==> src/rtl/mpuart9_pkg.sv <==
package mpuart9_pkg;

    localparam int OSR        = 16;
    localparam int OSR_W      = $clog2(OSR);
    localparam int FRAME_BITS = 11;
    localparam int PAYLOAD    = 9;

    localparam logic [1:0] A_DATA = 2'd0;
    localparam logic [1:0] A_CTRL = 2'd1;
    localparam logic [1:0] A_AUX  = 2'd2;

    localparam int C_TI    = 0;
    localparam int C_RI    = 1;
    localparam int C_RB8   = 2;
    localparam int C_TB8   = 3;
    localparam int C_REN   = 4;
    localparam int C_FILT  = 5;
    localparam int C_EXT   = 6;
    localparam int X_FAST  = 0;
    localparam int X_IRQEN = 1;

    typedef enum logic [1:0] {RX_IDLE, RX_START, RX_BITS, RX_STOP} rx_state_e;

    typedef struct packed {
        logic       ninth;
        logic [7:0] data;
    } word9_t;

    typedef struct packed {
        logic ext_rate;
        logic filt;
        logic rx_en;
        logic tb8;
    } ctrl_t;

    function automatic logic vote3(input logic [2:0] s);
        return (s[0] & s[1]) | (s[0] & s[2]) | (s[1] & s[2]);
    endfunction

endpackage

==> src/rtl/mpuart9_baud.sv <==
module mpuart9_baud #(
    parameter int PRE_SLOW = 4
) (
    input  logic clk,
    input  logic rst,
    input  logic fast,
    input  logic ext_rate,
    input  logic ext_tick,
    output logic os_tick
);
    localparam int PRE_FAST = PRE_SLOW / 2;
    localparam int CW       = $clog2(PRE_SLOW) + 1;

    logic [CW-1:0] cnt;
    logic [CW-1:0] lim;
    logic          div_tick;

    assign lim = fast ? CW'(PRE_FAST - 1) : CW'(PRE_SLOW - 1);

    always_ff @(posedge clk) begin
        if (rst) begin
            cnt      <= '0;
            div_tick <= 1'b0;
        end else if (cnt >= lim) begin
            cnt      <= '0;
            div_tick <= 1'b1;
        end else begin
            cnt      <= cnt + 1'b1;
            div_tick <= 1'b0;
        end
    end

    assign os_tick = ext_rate ? ext_tick : div_tick;
endmodule

==> src/rtl/mpuart9_tx.sv <==
module mpuart9_tx
    import mpuart9_pkg::*;
(
    input  logic   clk,
    input  logic   rst,
    input  logic   os_tick,
    input  logic   load,
    input  word9_t word,
    output logic   txd,
    output logic   busy,
    output logic   stop_pulse
);
    logic [FRAME_BITS-1:0] sh;
    logic [OSR_W-1:0]      phase;
    logic [3:0]            idx;

    always_ff @(posedge clk) begin
        if (rst) begin
            sh         <= '1;
            busy       <= 1'b0;
            phase      <= '0;
            idx        <= '0;
            stop_pulse <= 1'b0;
        end else begin
            stop_pulse <= 1'b0;
            if (!busy) begin
                if (load) begin
                    sh    <= {1'b1, word.ninth, word.data, 1'b0};
                    busy  <= 1'b1;
                    phase <= '0;
                    idx   <= '0;
                end
            end else if (os_tick) begin
                if (phase == OSR_W'(OSR - 1)) begin
                    phase <= '0;
                    if (idx == 4'(FRAME_BITS - 1)) begin
                        busy <= 1'b0;
                        sh   <= '1;
                    end else begin
                        sh         <= {1'b1, sh[FRAME_BITS-1:1]};
                        idx        <= idx + 1'b1;
                        stop_pulse <= (idx == 4'(FRAME_BITS - 2));
                    end
                end else begin
                    phase <= phase + 1'b1;
                end
            end
        end
    end

    assign txd = sh[0];
endmodule

==> src/rtl/mpuart9_rx.sv <==
module mpuart9_rx
    import mpuart9_pkg::*;
#(
    parameter int SYNC = 2
) (
    input  logic   clk,
    input  logic   rst,
    input  logic   os_tick,
    input  logic   rx_en,
    input  logic   rxd,
    output logic   done,
    output word9_t word
);
    localparam logic [OSR_W-1:0] MID = OSR_W'(OSR / 2 + 1);

    logic [SYNC-1:0]    sync;
    logic               rx_s;
    logic               last_s;
    logic [1:0]         hist;
    rx_state_e          st;
    logic [OSR_W-1:0]   phase;
    logic [3:0]         cnt;
    logic [PAYLOAD-1:0] sh;
    logic               v;
    logic               mid;

    assign rx_s = sync[SYNC-1];
    assign v    = vote3({hist, rx_s});
    assign mid  = (phase == MID);

    always_ff @(posedge clk) begin
        if (rst) begin
            sync   <= '1;
            last_s <= 1'b1;
            hist   <= 2'b11;
            st     <= RX_IDLE;
            phase  <= '0;
            cnt    <= '0;
            sh     <= '0;
            done   <= 1'b0;
            word   <= '0;
        end else begin
            sync <= {sync[SYNC-2:0], rxd};
            done <= 1'b0;
            if (os_tick) begin
                hist   <= {hist[0], rx_s};
                last_s <= rx_s;
                phase  <= phase + 1'b1;
                unique case (st)
                    RX_IDLE: begin
                        if (rx_en && last_s && !rx_s) begin
                            st    <= RX_START;
                            phase <= OSR_W'(1);
                        end
                    end
                    RX_START: begin
                        if (mid) begin
                            if (v) st <= RX_IDLE;
                            else begin
                                st  <= RX_BITS;
                                cnt <= '0;
                            end
                        end
                    end
                    RX_BITS: begin
                        if (mid) begin
                            sh <= {v, sh[PAYLOAD-1:1]};
                            if (cnt == 4'(PAYLOAD - 1)) st <= RX_STOP;
                            else cnt <= cnt + 1'b1;
                        end
                    end
                    RX_STOP: begin
                        if (mid) begin
                            st   <= RX_IDLE;
                            done <= 1'b1;
                            word <= word9_t'(sh);
                        end
                    end
                    default: st <= RX_IDLE;
                endcase
            end
        end
    end
endmodule

==> src/rtl/mpuart9.sv <==
module mpuart9
    import mpuart9_pkg::*;
#(
    parameter int BASE_DIV    = 64,
    parameter int SYNC_STAGES = 2
) (
    input  logic       clk,
    input  logic       rst,
    input  logic [1:0] bus_addr,
    input  logic       bus_we,
    input  logic [7:0] bus_wdata,
    output logic [7:0] bus_rdata,
    input  logic       rxd,
    input  logic       ext_tick,
    output logic       txd,
    output logic       irq
);
    localparam int PRE_SLOW = BASE_DIV / OSR;

    ctrl_t      ctrl;
    logic       ti, ri, rb8, fast, irq_en;
    logic [7:0] rbuf;
    logic       os_tick, tx_busy, tx_stop, rx_done, accept;
    logic       wr_data, wr_ctrl, wr_aux;
    word9_t     rword;

    assign wr_data = bus_we && (bus_addr == A_DATA);
    assign wr_ctrl = bus_we && (bus_addr == A_CTRL);
    assign wr_aux  = bus_we && (bus_addr == A_AUX);

    mpuart9_baud #(.PRE_SLOW(PRE_SLOW)) u_baud (
        .clk(clk), .rst(rst), .fast(fast), .ext_rate(ctrl.ext_rate),
        .ext_tick(ext_tick), .os_tick(os_tick)
    );

    mpuart9_tx u_tx (
        .clk(clk), .rst(rst), .os_tick(os_tick), .load(wr_data),
        .word('{ninth: ctrl.tb8, data: bus_wdata}),
        .txd(txd), .busy(tx_busy), .stop_pulse(tx_stop)
    );

    mpuart9_rx #(.SYNC(SYNC_STAGES)) u_rx (
        .clk(clk), .rst(rst), .os_tick(os_tick), .rx_en(ctrl.rx_en),
        .rxd(rxd), .done(rx_done), .word(rword)
    );

    assign accept = rx_done && !ri && (!ctrl.filt || rword.ninth);

    always_ff @(posedge clk) begin
        if (rst) begin
            ctrl   <= '0;
            ti     <= 1'b0;
            ri     <= 1'b0;
            rb8    <= 1'b0;
            rbuf   <= '0;
            fast   <= 1'b0;
            irq_en <= 1'b0;
        end else begin
            if (wr_ctrl) begin
                ctrl <= '{ext_rate: bus_wdata[C_EXT], filt: bus_wdata[C_FILT],
                          rx_en: bus_wdata[C_REN], tb8: bus_wdata[C_TB8]};
            end
            if (wr_aux) begin
                fast   <= bus_wdata[X_FAST];
                irq_en <= bus_wdata[X_IRQEN];
            end
            if (tx_stop) ti <= 1'b1;
            else if (wr_ctrl && !bus_wdata[C_TI]) ti <= 1'b0;
            if (accept) begin
                ri   <= 1'b1;
                rbuf <= rword.data;
                rb8  <= rword.ninth;
            end else if (wr_ctrl && !bus_wdata[C_RI]) begin
                ri <= 1'b0;
            end
        end
    end

    always_comb begin
        unique case (bus_addr)
            A_DATA:  bus_rdata = rbuf;
            A_CTRL:  bus_rdata = {1'b0, ctrl.ext_rate, ctrl.filt, ctrl.rx_en,
                                  ctrl.tb8, rb8, ri, ti};
            A_AUX:   bus_rdata = {6'b0, irq_en, fast};
            default: bus_rdata = 8'h00;
        endcase
    end

    assign irq = irq_en & (ti | ri);
endmodule

==> config.mk <==
export PLATFORM = sky130hd
export DESIGN_NAME = mpuart9
export DESIGN_NICKNAME = d
export VERILOG_FILES = /design/src/rtl/mpuart9_pkg.sv /design/src/rtl/mpuart9_baud.sv /design/src/rtl/mpuart9_tx.sv /design/src/rtl/mpuart9_rx.sv /design/src/rtl/mpuart9.sv
export SDC_FILE = /design/constraint.sdc
export NUM_CORES = 1
export LEC_CHECK = 0
export BUFFER_PORTS_ARGS = -buffer_cell sky130_fd_sc_hd__buf_2
export CORE_MARGIN = 2
export CORE_UTILIZATION = 35
export DETAILED_ROUTE_END_ITERATION = 12
export MAX_ROUTING_LAYER = met4
export PLACE_DENSITY = 0.5
export SKIP_LAST_GASP = 1
export SYNTH_ARGS = -nofsm -noshare
export SYNTH_HDL_FRONTEND = slang
export SYNTH_SLANG_ARGS = --single-unit
==> constraint.sdc <==
create_clock -name clk -period 4.1 [get_ports clk]
set_input_delay 0.205 -clock clk [delete_from_list [all_inputs] [get_ports clk]]
set_output_delay 0.205 -clock clk [all_outputs]
set_load 0.01 [all_outputs]
==> impl_metrics.json <==
{
  "vdd.ir_drop.worst_mv": 0.194,
  "path_clk_slew_ps": 80,
  "cts_buffers": 9,
  "root_buffer": "clkbuf_8",
  "netlist_area_um2": 3370,
  "grt_usage_pct": 15.6,
  "crit_type": "reg2reg",
  "synthSimpleGateAreaFrac_pct": 18.0,
  "synthTopCellsByCount": "dfxtp_1 (74), nor2_1 (46), mux2i_1 (37)",
  "via_per_inst": 5.04,
  "fp.dieH_um": 102,
  "synthMuxAreaShare_pct": 11.7,
  "synth_ff_type": "dfxtp_1",
  "drv_slew": 0,
  "syn_area_per_cell_um2": 9.34,
  "place_ws_ps": 2030,
  "min_period_over_period_pct": 51.4,
  "die_w_um": 102,
  "hold_violations": 0,
  "synth_nets": 391,
  "grt-ovfl-total": 0,
  "setup_slack_ps": 1990,
  "cp_top_family": "compound AO/OA/AOI/OAI gates",
  "max-slew-margin-rel_pct": 37.2,
  "path_max_fanout": 17,
  "final_util_pct": 40.7,
  "critPathLaunchType": "flip-flop",
  "drt-total-wl_um": 7260,
  "io_buffer_count": 24,
  "drtIter0Drc": 108,
  "syn_inst": 361,
  "place_hpwl_um": 4930,
  "path_cells": "mux2_2, a21oi_1, o21ai_1, a31oi_1",
  "cpPeakStageDelay_ps": 790,
  "clkSinkCount": 74,
  "rsz0062_at_grt": "false",
  "routabilityCongestion": 0.758,
  "synthAdderAreaFrac_pct": 5.90,
  "htreeDepth": 3,
  "yosys_warnings": 0,
  "final.min_clock_period_ps": 2110,
  "drt_first_pass_iters": 4,
  "end_kind": "flip-flop",
  "numPlacedInstances": 496,
  "hp-class": "in2reg",
  "status": "finished, final reports clean",
  "drc": 0,
  "grt_max_degree": 55,
  "core_um2": 9280,
  "vias": 2580,
  "instances_no_fill": 512,
  "syn2layout_area_growth_pct": 12.0,
  "fin_nets": 408,
  "synth-seq-cells": 74,
  "cts_buffer_depth": 2,
  "synth-compound-area-share_pct": 14.9,
  "wl_per_cell_um": 14.2,
  "cp.required_ps": 4370,
  "post_cts_buffers": 0,
  "p_leak_nw": 1.62,
  "synthDistinctLibCells": 58,
  "yosysTopAreaCell": "dfxtp_1",
  "first_global_vias": 2533,
  "ant_nets": 0,
  "synth.top_cells.by_area": "dfxtp_1 (44%), mux2i_1 (11%), ha_1 (5.6%), nor2_1 (5.1%), nand2_1 (2.2%)",
  "yosysTopAreaCellShare_pct": 43.9,
  "setup_violations": 0,
  "slowest_stage": "a21oi_1",
  "synth_edf_count": 0,
  "yosysMostFrequentCell": "dfxtp_1",
  "tns_ps": 0,
  "cts_resized": 0,
  "synth_xor_area_share_pct": 0.779,
  "clock.fmax_mhz": 474,
  "initial_core_util_pct": 36.3,
  "grt_pass1_wl_um": 12300,
  "skew_ps": 5.54,
  "clk_latency_ps": 340,
  "antenna_found_initial": 0,
  "powerDensity_nw_per_um2": 390,
  "ios": 25,
  "diodes": 0,
  "hold_buffers": 0,
  "max_cap_viol_count": 0,
  "cp_num_buf_inv": 0,
  "tritoncts": "built",
  "total_power_w": 0.00147,
  "cp.arrival_ps": 2380,
  "synth_seq_area_share_pct": 43.9,
  "synth_top_family_by_area": "simple AND/OR/NAND/NOR gates",
  "rows": 35,
  "drive_gt1_share_pct": 13.8,
  "async_flop_share_pct": 0,
  "die-area_um2": 10400,
  "tightest_slew_ps": 942
}
==> per-stage QoR <==
| step | cell area [um^2] | hold slack, ps |
|---|---|---|
| after floorplan | 3370 | 309 |
| after global placement | 3550 | 392 |
| after detailed placement | 3550 | 398 |
| after CTS | 3780 | 33.5 |
| after global routing | 3780 | 45.8 |
| final | 3780 | 45.8 |
==> cell type report <==
type                       count  area [um^2]
clock inverter                 7          101
clock buffer                   9          124
sequential                    74         1480
multi-input combinational    255         1730
tap                          129          161
timing repair buffer          26          135
fill                         990         5510
inverter                      12         45.0
==> metal layers <==
layer | track usage, % | vias up | routed length (um)
li1 | - | 1327 | -
met1 | 20.2 | 1209 | 3670
met2 | 24.1 | 36 | 3310
met3 | 2.87 | 8 | 173
met4 | 6.46 | 0 | 105
met5 | - | - | 0
==> placed cells by master (no fill, tap or decap), types with 4 or more instances in the layout <==
cell type,netlist,final
ha_1,15,15
dfxtp_1,74,74
o22ai_1,8,8
nor3_1,5,5
clkbuf_8,2,9
o21ai_1,13,13
nand2_1,20,20
o21ai_0,9,9
nor2_1,46,46
mux2i_1,37,37
o31ai_1,4,4
a31oi_1,5,5
o211ai_1,9,9
a21oi_1,14,14
nand3_1,15,15
buf_2,6,24
inv_1,11,11
==> report_power, final <==
group / internal (W) / leakage [nW] / switching (W)
sequential: 0.000735 / 0.600 / 0.0000142
clock: 0.000348 / 0.106 / 0.000291
combinational: 0.0000319 / 0.914 / 0.0000550
==> worst paths after layout <==
path,slack (ps),start,depth (start not counted),endpoint
setup reg to reg,1990,ctrl[3],4,u_tx.idx[1]
hold reg to reg,410,u_rx.sync[0],1,u_rx.sync[1]
hold / removal,50,rxd,2,u_rx.sync[0]
setup / recovery,1990,ctrl[3],4,u_tx.idx[1]
==> worst register-to-register path, stage by stage (launching register included) <==
cell and delay (ps):
dfxtp_1 410, mux2_2 490, a21oi_1 800, o21ai_1 170, a31oi_1 180
==> kinds of logic after synthesis <==
family | Yosys count
simple gates | 119
compound gates | 78
flops | 74
mux | 39
buf+inv | 32
fa+ha+maj | 16
xor+xnor | 3
==> state kept, by name (all words and copies together), names as in the netlist, 2 cells and up, named ones only <==
register	count
u_rx.hist	2
u_rx.phase	4
u_rx.sync	2
ctrl	4
u_tx.phase	4
u_rx.word	9
u_rx.cnt	4
rbuf	8
u_tx.idx	4
u_rx.sh	9
u_baud.cnt	3
u_tx.sh	10
Power figures use the tool's default switching activity.
